## config.mk

```make
export PLATFORM = sky130hd
export DESIGN_NAME = tw_ctrl_slave
export DESIGN_NICKNAME = d
export VERILOG_FILES = /design/src/rtl/tw_ctrl_pkg.sv /design/src/rtl/tw_frame_rx.sv /design/src/rtl/tw_regfile.sv /design/src/rtl/tw_out_decode.sv /design/src/rtl/tw_ctrl_slave.sv
export SDC_FILE = /design/constraint.sdc
export NUM_CORES = 1
export LEC_CHECK = 0
export BUFFER_PORTS_ARGS = -buffer_cell sky130_fd_sc_hd__buf_2
export CAP_MARGIN = 10
export CORE_MARGIN = 8
export CORE_UTILIZATION = 40
export CTS_CLUSTER_SIZE = 28
export DETAILED_ROUTE_END_ITERATION = 16
export GPL_TIMING_DRIVEN = 0
export SETUP_SLACK_MARGIN = 0.2
export SLEW_MARGIN = 15
export SYNTH_ARGS = -nofsm -noshare
export SYNTH_HDL_FRONTEND = slang
export SYNTH_SLANG_ARGS = --single-unit
```

## constraint.sdc

```tcl
create_clock -name clk -period 2.7 [get_ports clk]
set_input_delay 0.135 -clock clk [delete_from_list [all_inputs] [get_ports clk]]
set_output_delay 0.135 -clock clk [all_outputs]
set_load 0.005 [all_outputs]
```

## src/rtl/tw_ctrl_pkg.sv

```systemverilog
package tw_ctrl_pkg;
  localparam int BYTE_W  = 8;
  localparam int OFS_W   = 4;
  localparam int WIN_W   = 3;
  localparam int NUM_CH  = 3;
  localparam int PWR_HI  = 7;
  localparam int SEL_HI  = 5;

  typedef enum logic [1:0] {
    CH_A = 2'd0,
    CH_B = 2'd1,
    CH_C = 2'd2
  } chan_e;

  function automatic logic [WIN_W-1:0] window_of(input logic [1:0] strap);
    case (strap)
      2'b00:   return 3'h0;
      2'b01:   return 3'h1;
      default: return 3'h7;
    endcase
  endfunction

  function automatic chan_e chan_of(input logic [1:0] sel);
    case (sel)
      2'b10:   return CH_B;
      2'b11:   return CH_C;
      default: return CH_A;
    endcase
  endfunction
endpackage

```

## src/rtl/tw_frame_rx.sv

```systemverilog
module tw_frame_rx
  import tw_ctrl_pkg::*;
#(
  parameter int SYNC_STAGES = 2,
  parameter int DATA_W      = BYTE_W
) (
  input  logic              clk,
  input  logic              rst,
  input  logic              frame_en,
  input  logic              ser_clk,
  input  logic              sdio_in,
  input  logic              rd_hit,
  input  logic [DATA_W-1:0] rd_data,
  output logic [DATA_W-2:0] addr_cand,
  output logic              wr_stb,
  output logic [DATA_W-2:0] wr_addr,
  output logic [DATA_W-1:0] wr_data,
  output logic              edge_pulse,
  output logic              sdio_out,
  output logic              sdio_oe
);
  localparam int FRAME_BITS = 2 * DATA_W;
  localparam int CNT_W      = $clog2(FRAME_BITS + 1);

  logic [SYNC_STAGES-1:0] clk_sync, en_sync, din_sync;
  logic                   clk_s, en_s, din_s, sclk_prev;
  logic [CNT_W-1:0]       bit_cnt;
  logic [DATA_W-1:0]      shreg, addr_q, out_sh, next_sh;
  logic                   drive_q;

  always_ff @(posedge clk) begin
    if (rst) begin
      clk_sync <= '0;
      en_sync  <= '0;
      din_sync <= '0;
    end else begin
      clk_sync <= {clk_sync[SYNC_STAGES-2:0], ser_clk};
      en_sync  <= {en_sync[SYNC_STAGES-2:0], frame_en};
      din_sync <= {din_sync[SYNC_STAGES-2:0], sdio_in};
    end
  end

  assign clk_s      = clk_sync[SYNC_STAGES-1];
  assign en_s       = en_sync[SYNC_STAGES-1];
  assign din_s      = din_sync[SYNC_STAGES-1];
  assign edge_pulse = clk_s & ~sclk_prev;
  assign next_sh    = {shreg[DATA_W-2:0], din_s};
  assign addr_cand  = next_sh[DATA_W-2:0];

  always_ff @(posedge clk) begin
    if (rst) begin
      sclk_prev <= 1'b0;
      bit_cnt   <= '0;
      shreg     <= '0;
      addr_q    <= '0;
      out_sh    <= '0;
      drive_q   <= 1'b0;
      wr_stb    <= 1'b0;
    end else begin
      sclk_prev <= clk_s;
      wr_stb    <= 1'b0;
      if (!en_s) begin
        bit_cnt <= '0;
        drive_q <= 1'b0;
      end else if (edge_pulse && bit_cnt != CNT_W'(FRAME_BITS)) begin
        bit_cnt <= bit_cnt + 1'b1;
        shreg   <= next_sh;
        if (bit_cnt == CNT_W'(DATA_W - 1)) begin
          addr_q <= next_sh;
          if (next_sh[DATA_W-1] && rd_hit) begin
            out_sh  <= rd_data;
            drive_q <= 1'b1;
          end
        end else if (bit_cnt == CNT_W'(FRAME_BITS - 1)) begin
          drive_q <= 1'b0;
          wr_stb  <= ~addr_q[DATA_W-1];
        end else begin
          out_sh <= {out_sh[DATA_W-2:0], 1'b0};
        end
      end
    end
  end

  assign wr_addr  = addr_q[DATA_W-2:0];
  assign wr_data  = shreg;
  assign sdio_out = out_sh[DATA_W-1];
  assign sdio_oe  = drive_q & frame_en;
endmodule

```

## src/rtl/tw_regfile.sv

```systemverilog
module tw_regfile
  import tw_ctrl_pkg::*;
#(
  parameter int              DATA_W   = BYTE_W,
  parameter int              CH_COUNT = NUM_CH,
  parameter logic [BYTE_W-1:0] GAIN_RST = 8'hFF
) (
  input  logic                       clk,
  input  logic                       rst,
  input  logic [1:0]                 strap,
  input  logic [DATA_W-2:0]          rd_addr,
  output logic                       rd_hit,
  output logic [DATA_W-1:0]          rd_data,
  input  logic                       wr_stb,
  input  logic [DATA_W-2:0]          wr_addr,
  input  logic [DATA_W-1:0]          wr_data,
  output logic [DATA_W-1:0]          ctrl_q,
  output logic [CH_COUNT*DATA_W-1:0] gain_flat
);
  localparam int WIN_LO = OFS_W;
  localparam int WIN_HI = OFS_W + WIN_W - 1;

  logic [WIN_W-1:0] win;
  logic             wr_hit;
  logic [OFS_W-1:0] rd_ofs, wr_ofs;

  assign win    = window_of(strap);
  assign rd_hit = (rd_addr[WIN_HI:WIN_LO] == win);
  assign wr_hit = (wr_addr[WIN_HI:WIN_LO] == win);
  assign rd_ofs = rd_addr[OFS_W-1:0];
  assign wr_ofs = wr_addr[OFS_W-1:0];

  always_ff @(posedge clk) begin
    if (rst) ctrl_q <= '0;
    else if (wr_stb && wr_hit && wr_ofs == '0) ctrl_q <= wr_data;
  end

  for (genvar g = 0; g < CH_COUNT; g++) begin : g_gain
    always_ff @(posedge clk) begin
      if (rst) gain_flat[g*DATA_W +: DATA_W] <= DATA_W'(GAIN_RST);
      else if (wr_stb && wr_hit && wr_ofs == OFS_W'(g + 1))
        gain_flat[g*DATA_W +: DATA_W] <= wr_data;
    end
  end

  always_comb begin
    rd_data = '0;
    if (rd_ofs == '0) rd_data = ctrl_q;
    for (int g = 0; g < CH_COUNT; g++)
      if (rd_ofs == OFS_W'(g + 1)) rd_data = gain_flat[g*DATA_W +: DATA_W];
  end
endmodule

```

## src/rtl/tw_out_decode.sv

```systemverilog
module tw_out_decode
  import tw_ctrl_pkg::*;
#(
  parameter int DATA_W   = BYTE_W,
  parameter int CH_COUNT = NUM_CH
) (
  input  logic                       clk,
  input  logic                       rst,
  input  logic [DATA_W-1:0]          ctrl_q,
  input  logic [CH_COUNT*DATA_W-1:0] gain_flat,
  output logic                       sleep,
  output logic [1:0]                 chan_sel,
  output logic [DATA_W-1:0]          gain_step
);
  chan_e             chan_d;
  logic [DATA_W-1:0] gain_d;

  assign chan_d = chan_of(ctrl_q[SEL_HI -: 2]);

  always_comb begin
    gain_d = '0;
    for (int g = 0; g < CH_COUNT; g++)
      if (int'(chan_d) == g) gain_d = gain_flat[g*DATA_W +: DATA_W];
  end

  always_ff @(posedge clk) begin
    if (rst) begin
      sleep     <= 1'b1;
      chan_sel  <= CH_A;
      gain_step <= gain_flat[DATA_W-1:0];
    end else begin
      sleep     <= (ctrl_q[PWR_HI -: 2] != 2'b11);
      chan_sel  <= chan_d;
      gain_step <= gain_d;
    end
  end
endmodule

```

## src/rtl/tw_ctrl_slave.sv

```systemverilog
module tw_ctrl_slave
  import tw_ctrl_pkg::*;
#(
  parameter int SYNC_STAGES = 2
) (
  input  logic              clk,
  input  logic              rst,
  input  logic [1:0]        strap,
  input  logic              frame_en,
  input  logic              ser_clk,
  input  logic              sdio_in,
  output logic              sdio_out,
  output logic              sdio_oe,
  output logic              sleep,
  output logic [1:0]        chan_sel,
  output logic [BYTE_W-1:0] gain_step
);
  logic [BYTE_W-2:0]        addr_cand, wr_addr;
  logic                     rd_hit, wr_stb, edge_pulse;
  logic [BYTE_W-1:0]        rd_data, wr_data, ctrl_q;
  logic [NUM_CH*BYTE_W-1:0] gain_flat;

  tw_frame_rx #(.SYNC_STAGES(SYNC_STAGES), .DATA_W(BYTE_W)) frame_i (
    .clk(clk), .rst(rst), .frame_en(frame_en), .ser_clk(ser_clk),
    .sdio_in(sdio_in), .rd_hit(rd_hit), .rd_data(rd_data),
    .addr_cand(addr_cand), .wr_stb(wr_stb), .wr_addr(wr_addr),
    .wr_data(wr_data), .edge_pulse(edge_pulse), .sdio_out(sdio_out),
    .sdio_oe(sdio_oe)
  );

  tw_regfile #(.DATA_W(BYTE_W), .CH_COUNT(NUM_CH)) regs_i (
    .clk(clk), .rst(rst), .strap(strap), .rd_addr(addr_cand),
    .rd_hit(rd_hit), .rd_data(rd_data), .wr_stb(wr_stb),
    .wr_addr(wr_addr), .wr_data(wr_data), .ctrl_q(ctrl_q),
    .gain_flat(gain_flat)
  );

  tw_out_decode #(.DATA_W(BYTE_W), .CH_COUNT(NUM_CH)) dec_i (
    .clk(clk), .rst(rst), .ctrl_q(ctrl_q), .gain_flat(gain_flat),
    .sleep(sleep), .chan_sel(chan_sel), .gain_step(gain_step)
  );
endmodule

```

==> metrics.cfg, run 1 <==
[outcome]
outcome = finished clean

[cells_and_area]
drive_above_1_share_pct = 16.8
syn_to_final_growth_pct = 12.9
n_fill_cell = 855
antenna_cells = 0
nNetsFinal = 409
design_area_um2 = 4100

[timing]
slew_violations = 0
finalCritPeriodShare_pct = 83.7
setup_viol = 0
max_slew_margin_pct = 28.3
tns_ns = 0
hold_viol_final = 0
skew_ns = 0.00928
fin_crit_ns = 2.26
grt_setup_unrepaired = no
fmax_mhz = 442
tightestPinTransition_ns = 1.07

[setup_path]
endpoint_kind = register
crit_arrival_ns = 2.50
cp-start-kind = register
path_buf_inv = 2
critPathRequiredTime_ns = 2.94
cp_max_fo = 10
critPathKind = register to register
crit_chain = clkbuf_2 > buf_2 > mux2_2 > a221oi_1 > nor3_1 > mux2_1
slowest_delay_ns = 0.45
cp_top_family = multiplexers
cp_slowest_cell = a221oi_1

[placed_design]
gp_congestion = 0.829
postPlaceCellArea_um2 = 3860
dp_hpwl_um = 5720
portBuffers = 18

[synthesis]
synth-seq-cells = 81
synth_compound_area_share_pct = 7.79
seq_area_frac_synth_pct = 44.7
async_reset_ff_share_pct = 0
yosys.area_share.simple_pct = 20.0
yosys.area_share.xor_xnor_pct = 0.965
synthMuxAreaShare_pct = 22.6
ys.flop_type = dfxtp_1
ys.warnings.count = 0
syn_inst = 367
avgSynthCellArea_um2 = 9.89
synth_cell_types = 41
synth_adder_area_share_pct = 1.03
synth_edf_count = 0
synth_top_family_by_area = multiplexers
synth_fp_nets = 377
synthesis.area_um2 = 3630

[drt]
drtAntennaViolNets = 0
viasPerCell = 5.19
routed_wl_um = 8110
via_count = 2657
drc = 0
drt-initial-drc-count = 91
avgRoutedWirePerCell_um = 15.8
dr.pass1.iters = 4

[floorplanning]
die-area_um2 = 12400
dieHeight_um = 111
rows = 34
coreArea_um2 = 8760
start_util_pct = 41.4
boundaryPins = 20
die_width_um = 111

[grt]
antenna_found_initial = 0
grt_overflow = 0
grt_pass1_wl_um = 13200
grt_util_all_layers_pct = 13.0
first_global_vias = 2675
grt_max_degree = 13

[clocking]
h-tree-depth = 3
cts_buffers = 9
clk_latency_ns = 0.36
cts_tree = yes
cts_root_buffer = clkbuf_8
clkTransAtPathRegs_ns = 0.08
cts.sinks = 81
cts_buffer_depth = 2

[run]
drv_cap = 0

[power]
p_leak_uw = 0.00150
power.density_nw_per_um2 = 539
power.total_uw = 2210
ir_drop_mv = 0.306

[min_path]
holdCritPathClass = input pin to register

per-stage QoR:
stage	utilization [%]	hold WS [ns]	instances	worst slack [ns]
finish	46.8	0.246	512	0.439
global route	46.8	0.276	512	0.318
CTS	46.7	0.236	512	0.257
detailed placement	44.0	0.351	493	0.274
global placement	44.0	0.345	493	0.305
floorplan	-	0.263	367	0.806
routing by layer:
layer,part of all wire (%),vias up,GRT usage (%)
li1,-,1335,-
met1,48,1267,15.7
met2,46,39,21.3
met3,3.0,16,3.46
met4,2.2,0,5.51
met5,0,-,0
synth_stat cells (4+ instances only):
cell	n	area share, %
clkbuf_1	19	2.0
nor2_1	64	6.6
a221oi_1	7	1.7
o21ai_0	8	1.1
nor2b_1	15	2.6
nand2_1	11	1.1
mux2i_1	56	15
mux2_2	22	6.8
nor3_1	8	1.1
nand3_1	4	0.55
dfxtp_1	81	45
nand2b_1	17	2.9
inv_1	7	0.72
and3_1	4	0.69
logic make-up (layout without fill, tap and decap cells):
family | count (synthesis) | after routing
AOI/OAI and AO/OA | 31 | 31
xor gates and xnor gates | 4 | 4
adders and majority gates | 3 | 3
buffers and inverters | 28 | 65
DFF | 81 | 81
muxes | 79 | 79
and+or+nand+nor | 141 | 141
final timing paths:
path                             from                 to  slack, ns  depth (start not counted)
hold reg to reg     frame_i.addr_q[7]     frame_i.wr_stb       0.44                          1
setup / recovery  frame_i.din_sync[1]  frame_i.out_sh[4]       0.44                          6
hold / removal                    rst  frame_i.out_sh[2]       0.25                          3
setup reg to reg  frame_i.din_sync[1]  frame_i.out_sh[4]       0.44                          6
layout by cell type, fill, tap and decap left out, types with 2 or more instances in the layout:
cell type      count
clkbuf_1          20
mux2_2            22
a2111oi_4          2
a211oi_1           3
nand4_1            3
nor2_1            64
nor3b_1            2
nor2b_1           15
and3_1             4
o22ai_2            2
a21oi_1            3
clkbuf_8          12
buf_2             20
xor2_1             3
nand2_1           11
dfxtp_1           81
nand2b_1          17
inv_1              7
a221oi_1           7
dlygate4sd3_1      3
and2_1             3
nand4bb_1          2
nor3_1             8
o21ai_0            8
mux2i_1           56
nand3_1            3
ha_1               3
final cells by class:
| type | count | area (µm²) | share of cell area [%] |
|---|---|---|---|
| Clock inverter | 2 | 35.0 | 0.854 |
| Multi-Input combinational cell | 258 | 1910 | 46.5 |
| Inverter | 7 | 26.3 | 0.641 |
| Sequential cell | 81 | 1620 | 39.5 |
| Tap cell | 108 | 135 | 3.30 |
| Timing Repair Buffer | 21 | 120 | 2.93 |
| Buffer | 21 | 82.6 | 2.01 |
| Clock buffer | 14 | 173 | 4.21 |
state kept, by name (all words and copies together), names as in the netlist:
register,flops
dec_i.chan_sel,2
dec_i.gain_step,8
dec_i.sleep,1
frame_i.addr_q,8
frame_i.bit_cnt,5
frame_i.clk_sync,2
frame_i.din_sync,2
frame_i.drive_q,1
frame_i.en_sync,2
frame_i.out_sh,8
frame_i.sclk_prev,1
frame_i.wr_data,8
frame_i.wr_stb,1
regs_i.ctrl_q,8
regs_i.gain_flat,24
power breakdown:
part / switching (µW) / internal [µW]
Sequential: 1.59 / 1200
Clock: 431 / 503
Combinational: 47.9 / 29.9
Total: 481 / 1730
worst reg2reg max path, delay by kind of cell, from the launching register on:
family	cells	cell delay [ns]
compound gates	1	0.45
buf+inv	2	0.62
flops	1	0.31
mux	2	0.68
simple gates	1	0.09
repair_timing:
item / in CTS / in global routing
setup endpoints to repair: 0 / 12
resized for setup: 0 / 3
buffers inserted: 0 / 0
endpoints found under the hold margin: 3 / 0
hold buffers: 3 / 0
No activity file was read; power rests on OpenSTA's default activity.
==> run 2, diff against run 1 <==
--- a/config.mk
+++ b/config.mk
@@ -5,6 +5,7 @@
 export SDC_FILE = /design/constraint.sdc
 export NUM_CORES = 1
 export LEC_CHECK = 0
+export ABC_AREA = 1
 export BUFFER_PORTS_ARGS = -buffer_cell sky130_fd_sc_hd__buf_2
 export CAP_MARGIN = 10
 export CORE_MARGIN = 8
==> constraint.sdc (replaced) <==
create_clock -name clk -period 1.9 [get_ports clk]
set_input_delay 0.095 -clock clk [delete_from_list [all_inputs] [get_ports clk]]
set_output_delay 0.095 -clock clk [all_outputs]
set_load 0.005 [all_outputs]
==> metrics.cfg, run 2 <==
[synthesis]
synth_cell_types = 30  ; -27%
avgSynthCellArea_um2 = 7.33  ; -26%
synthesis.area_um2 = 3530  ; -2.9%
async_reset_ff_share_pct = 0  ; unchanged
synth_fp_nets = 491  ; +30%
ys.flop_type = dfxtp_1
syn_inst = 481  ; +31%
ys.warnings.count = 0  ; unchanged
synth.top_cells.by_area = dfxtp_1 (46%), nand3_1 (14%), nand2_1 (11%)
synth-seq-cells = 81  ; unchanged
seq_area_frac_synth_pct = 46.0  ; +1.3 points
synth_top_area_share_pct = 46.0  ; +1.3 points
synthTopCellsByCount = nand2_1 (108), nand3_1 (101), dfxtp_1 (81), nor2_1 (43), inv_1 (39)
synth_top_cell_by_area = dfxtp_1
synth_edf_count = 0  ; unchanged
post-synth-top-count-cell = nand2_1

[power]
p_switching_uw = 715  ; +49%
power.density_nw_per_um2 = 785  ; +45%
ir_drop_mv = 0.417  ; +36%
p_comb_share_pct = 3.3  ; -0.2 points
p_int_uw = 2520  ; +46%
swShare_pct = 22.1  ; +0.36 points
p_leak_uw = 0.00176  ; +18%
seqPwrFrac_pct = 53.0  ; -1.2 points
clock_power_share_pct = 43.7  ; +1.4 points

[clocking]
cts.sinks = 81  ; unchanged
clkTransAtPathRegs_ns = 0.09  ; about the same
cts_buffers = 9  ; unchanged
clk_latency_ns = 0.36  ; about the same
cts_tree = yes
h-tree-depth = 3  ; unchanged
cts_root_buffer = clkbuf_8
cts_buffer_depth = 2  ; unchanged

[cells_and_area]
top_register = regs_i.gain_flat
syn_to_final_growth_pct = 16.9
antenna_cells = 0  ; unchanged
fin_cells = 635  ; +24%
final_common_cell = nand2_1
n_fill_cell = 873  ; +2.1%
drive_above_1_share_pct = 15.7  ; -1.1 points
mostFrequentLayoutCells = nand2_1 (107), nand3_1 (101), dfxtp_1 (79), inv_1 (38), nor2_1 (38)
nNetsFinal = 532  ; +30%
largest_reg_flops = 24  ; unchanged

[placed_design]
dp.cells = 608  ; +23%
gp_congestion = 0.900  ; +8.5%
portBuffers = 19  ; +1
pre_cts_ws_ns = 0.138  ; -0.136 ns
dp_hpwl_um = 6500  ; +14%

[setup_path]
critPathKind = register to register
worstReg2RegStart = frame_i.addr_q[2]
startpoint = frame_i.addr_q[2]
crit_arrival_ns = 1.85  ; -0.65 ns
path_buf_inv = 1  ; -1
critPathRequiredTime_ns = 2.13  ; -0.81 ns
crit_chain = or2_1 > buf_2 > nor3_4 > nand2_2 > nand2_1 > nand3_1
endpoint_kind = register
cp_slowest_cell = nor3_4
slowest_delay_ns = 0.38  ; -0.07 ns
cp-start-kind = register
cp_max_fo = 9  ; -1
cp_top_family = simple AND/OR/NAND/NOR gates

[timing]
fin_ws_ns = 0.274  ; -0.165 ns
finalCritPeriodShare_pct = 85.6  ; +1.8 points
slew_violations = 0  ; unchanged
tns_ns = 0  ; unchanged
fin_crit_ns = 1.63  ; -0.635 ns
max_slew_margin_pct = 65.8  ; +37 points
grt_setup_unrepaired = yes
skew_ns = 0.0105  ; +0.00122 ns
fin_hold_ws_ns = 0.166  ; -0.0801 ns
fmax_mhz = 615  ; +39%
setup_viol = 0  ; unchanged
hold_viol_final = 0  ; unchanged
tightestPinTransition_ns = 0.514  ; -0.560 ns

[drt]
dr.pass1.iters = 4  ; unchanged
drt-initial-drc-count = 219  ; +140%
routed_wl_um = 9200  ; +13%
avgRoutedWirePerCell_um = 14.5  ; -8.5%
drc = 0  ; unchanged
drtAntennaViolNets = 0  ; unchanged
viasPerCell = 5.17  ; -0.43%
via_count = 3281  ; +23%

[floorplanning]
die_width_um = 110  ; -1.2%
coreArea_um2 = 8640  ; -1.5%
boundaryPins = 20  ; unchanged
start_util_pct = 40.8  ; -0.60 points
dieHeight_um = 110  ; -1.2%
die-area_um2 = 12100  ; -2.5%
rows = 34  ; unchanged

[grt]
grt_overflow = 0  ; unchanged
met3_usage_pct = 3.99  ; +0.52 points
gr-usage-met2_pct = 26.0  ; +4.7 points
grt-busiest-layer = met2
grt_util_all_layers_pct = 16.3  ; +3.2 points
antenna_found_initial = 0  ; unchanged
grt_max_degree = 14  ; +1
grt_use_met1_pct = 19.8  ; +4.1 points
grt_pass1_wl_um = 15100  ; +14%
first_global_vias = 3065  ; +15%

[outcome]
outcome = finished clean

[min_path]
holdCritPathClass = input pin to register
min_from = rst

[run]
drv_cap = 0  ; unchanged

run 2: changes by cell type after synthesis, moves of 22 or more:
cell,delta
nand2_1,+97
mux2i_1,-56
a21oi_1,+28
mux2_2,-22
inv_1,+32
nand3_1,+97
run 2: layout make-up:
class	count	area, µm²	share of cell area, %
Tap cell	108	135	3.28
Clock buffer	12	145	3.52
Multi-Input combinational cell	336	1660	40.4
Timing Repair Buffer	30	185	4.49
Buffer	21	130	3.16
Clock inverter	4	76.3	1.85
Sequential cell	81	1620	39.4
Inverter	43	161	3.92
run 2: worst paths after layout:
check / to / slack (ns) / cells after the start
worst max-delay path: regs_i.gain_flat[2] / 0.27 / 6
worst min-delay path: dec_i.gain_step[0] / 0.17 / 4
worst max register to register: regs_i.gain_flat[2] / 0.27 / 6
worst min register to register: frame_i.en_sync[1] / 0.41 / 2
run 2: worst min-delay path, cell delays in order:
cell	delay, ns
buf_2	0.12
nor2_1	0.07
nand2_1	0.08
o211ai_1	0.09
run 2: per-layer routing:
layer	routed length, µm	vias to the layer above	share of wire, %
li1	-	1658	-
met1	3980	1491	43
met2	4260	112	46
met3	695	20	7.6
met4	263	0	2.9
met5	0	-	0
run 2: per-stage QoR:
stage | power (µW) | cell area (µm²) | util [%]
after global placement | 1850 | 3760 | 43.5
final | 3230 | 4120 | 47.7
after global routing | 3340 | 4120 | 47.7
after detailed placement | 1850 | 3760 | 43.5
after floorplan | 1820 | 3530 | -
after CTS | 3260 | 4030 | 46.7
run 2: cell families after synthesis:
family / after synthesis / share of synthesized area [%]
simple gates: 277 / 36.5
flops: 81 / 46.0
buf+inv: 64 / 8.27
compound gates: 56 / 8.20
fa+ha+maj: 3 / 1.06
run 2: power groups by stage:
| stage | sequential (µW) | clock (µW) | combinational [µW] |
|---|---|---|---|
| after floorplan | 1750 | 0 | 64.4 |
| after global placement | 1750 | 0 | 96.6 |
| after detailed placement | 1750 | 0 | 98.3 |
| after CTS | 1710 | 1440 | 103 |
| after global routing | 1720 | 1510 | 118 |
| final | 1710 | 1410 | 105 |
run 2: timing repair:
item / 4_1_cts / 5_1_grt
endpoints found under the setup margin: 9 / 40
buffers inserted: 3 / 5
pin swaps: 2 / 5
gates resized for setup: 1 / 14
hold buffers: 3 / 0
endpoints found under the hold margin: 3 / 0
==> run 3, diff against run 2 <==
--- a/config.mk
+++ b/config.mk
@@ -8,11 +8,14 @@
 export ABC_AREA = 1
 export BUFFER_PORTS_ARGS = -buffer_cell sky130_fd_sc_hd__buf_2
 export CAP_MARGIN = 10
+export CELL_PAD_IN_SITES_DETAIL_PLACEMENT = 0
+export CELL_PAD_IN_SITES_GLOBAL_PLACEMENT = 1
 export CORE_MARGIN = 8
 export CORE_UTILIZATION = 40
 export CTS_CLUSTER_SIZE = 28
 export DETAILED_ROUTE_END_ITERATION = 16
 export GPL_TIMING_DRIVEN = 0
+export PLACE_DENSITY = 0.82
 export SETUP_SLACK_MARGIN = 0.2
 export SLEW_MARGIN = 15
 export SYNTH_ARGS = -nofsm -noshare
==> metrics.cfg, run 3 (synthesis results as in run 2) <==
[timing]
fin_hold_ws_ns = 0.162  ; -0.00356 ns
fmax_mhz = 616  ; +0.19%
finalCritPeriodShare_pct = 85.4  ; -0.17 points
max_slew_margin_pct = 62.8  ; -3.0 points
tightestPinTransition_ns = 0.558  ; +0.0445 ns
grt_setup_unrepaired = no
setup_viol = 0  ; unchanged
slew_violations = 0  ; unchanged
hold_viol_final = 0  ; unchanged
tns_ns = 0  ; unchanged
skew_ns = 0.00816  ; -0.00235 ns
fin_crit_ns = 1.62  ; -0.00315 ns

[power]
power.total_uw = 2980  ; -7.7%
seqPwrFrac_pct = 57.5  ; +4.5 points
power.density_nw_per_um2 = 724  ; -7.8%
clock_power_share_pct = 38.9  ; -4.8 points
ir_drop_mv = 0.459  ; +9.9%
p_leak_uw = 0.00176  ; about the same
p_comb_share_pct = 3.6  ; +0.3 points
swShare_pct = 23.4  ; +1.3 points
p_int_uw = 2280  ; -9.3%
p_switching_uw = 699  ; -2.1%

[clocking]
cts_tree = yes
cts_root_buffer = clkbuf_8
clk_latency_ns = 0.35  ; about the same
cts.sinks = 81  ; unchanged
clkTransAtPathRegs_ns = 0.08  ; about the same
cts_buffers = 9  ; unchanged
cts_buffer_depth = 2  ; unchanged
h-tree-depth = 3  ; unchanged

[floorplanning]
die_width_um = 110  ; unchanged
dieHeight_um = 110  ; unchanged
rows = 34  ; unchanged
die-area_um2 = 12100  ; unchanged
boundaryPins = 20  ; unchanged
coreArea_um2 = 8640  ; unchanged
start_util_pct = 40.8  ; unchanged

[drt]
routed_wl_um = 9360  ; +1.7%
drt-initial-drc-count = 155  ; -29%
wl_met1_um = 4340  ; +9.0%
wl_met3_um = 589  ; -15%
met2_length_um = 4150  ; -2.5%
drc = 0  ; unchanged
viasPerCell = 5.15  ; -0.29%
dr.pass1.iters = 4  ; unchanged
avgRoutedWirePerCell_um = 14.6  ; +1.1%
drtAntennaViolNets = 0  ; unchanged
topRoutingLayerUsed = met4
via_count = 3292  ; +0.34%

[outcome]
outcome = finished clean

[grt]
grt_overflow = 0  ; unchanged
grt_util_all_layers_pct = 16.4  ; +0.11 points
grt_pass1_wl_um = 15100  ; about the same
first_global_vias = 3043  ; -0.72%
grt_max_degree = 14  ; unchanged
antenna_found_initial = 0  ; unchanged

[min_path]
holdCritPathClass = input pin to register
min_from = rst
whs_path_depth = 4  ; unchanged
whs_endpoint = dec_i.gain_step[0]

[cells_and_area]
largest_reg_flops = 24  ; unchanged
antenna_cells = 0  ; unchanged
syn_to_final_growth_pct = 16.9  ; about the same
top_register = regs_i.gain_flat
drive_above_1_share_pct = 17.1  ; +1.4 points
n_fill_cell = 902  ; +3.3%
nNetsFinal = 536  ; +0.75%
fin_cells = 639  ; +0.63%
final_common_cell = nand2_1
design_area_um2 = 4120  ; about the same
mostFrequentLayoutCells = nand2_1 (107), nand3_1 (101), dfxtp_1 (78), inv_1 (38), nor2_1 (38)

[placed_design]
dp_hpwl_um = 6470  ; -0.46%
dp.cells = 608  ; unchanged
postPlaceCellArea_um2 = 3760  ; unchanged
gp_congestion = 0.859  ; -4.5%
portBuffers = 19  ; unchanged

[setup_path]
worstReg2RegStart = frame_i.bit_cnt[0]
crit_arrival_ns = 1.86  ; about the same
reg2reg_slack_ns = 0.28  ; about the same
cp_max_fo = 7  ; -2
endpoint_kind = register
critPathKind = register to register
timing.rr.end = frame_i.addr_q[6]
critPathRequiredTime_ns = 2.14  ; about the same
r2r_cells = 8  ; +2
cp-start-kind = register

[run]
drv_cap = 0  ; unchanged

run 3: area by class of cell:
type                       instances  area [µm²]  area share [%]
buffer                            21         130            3.16
sequential                        81        1630            39.4
timing repair buffer              34         213            5.16
multi-input combinational        336        1670            40.6
tap                              108         135            3.28
clock buffer                      12         155            3.76
inverter                          43         164            3.98
clock inverter                     4        27.5           0.668
run 3: worst max-delay path, cell delays in order, from the launching register on:
cell	delay, ns
dfxtp_2	0.36
ha_4	0.15
nand2_4	0.06
nor3_4	0.28
inv_4	0.10
nor2_4	0.17
buf_6	0.15
clkbuf_2	0.16
a21oi_1	0.08
run 3: how the worst max path moves through the flow:
stage                                   from                 end
after floorplan           frame_i.bit_cnt[0]   frame_i.out_sh[3]
after global placement      regs_i.ctrl_q[5]  dec_i.gain_step[0]
after detailed placement  frame_i.bit_cnt[0]   frame_i.out_sh[1]
after CTS                   regs_i.ctrl_q[5]  dec_i.gain_step[7]
after global routing      frame_i.bit_cnt[0]  frame_i.bit_cnt[3]
final                     frame_i.bit_cnt[0]   frame_i.addr_q[6]
run 3: stage by stage:
step                      utilization [%]  setup slack (ns)
after floorplan                         -             0.350
after global placement               43.5             0.198
after detailed placement             43.5             0.174
after CTS                            46.3             0.206
after global routing                 47.7             0.203
final                                47.7             0.277
run 3: repair_timing:
| item | in CTS | in global routing |
|---|---|---|
| setup endpoints to repair | 12 | 32 |
| hold buffers | 3 | 0 |
| pin swaps | 3 | 8 |
| resized for setup | 1 | 19 |
| setup buffers | 4 | 8 |
| gates cloned | 0 | 0 |
| endpoints found under the hold margin | 3 | 0 |
run 3: routing by layer:
metal | vias up | global-route usage, %
met2 | 99 | 24.8
met5 | - | 0
met1 | 1507 | 21.1
met3 | 21 | 3.87
met4 | 0 | 9.06
li1 | 1665 | -
run 3: power groups by stage:
stage | Sequential, µW | Clock [µW] | Combinational, µW
2_1_floorplan | 1750 | 0 | 64.4
3_3_place_gp | 1750 | 0 | 98.8
5_1_grt | 1720 | 1280 | 121
3_5_place_dp | 1750 | 0 | 99.7
6_report | 1720 | 1160 | 108
4_1_cts | 1710 | 1200 | 105
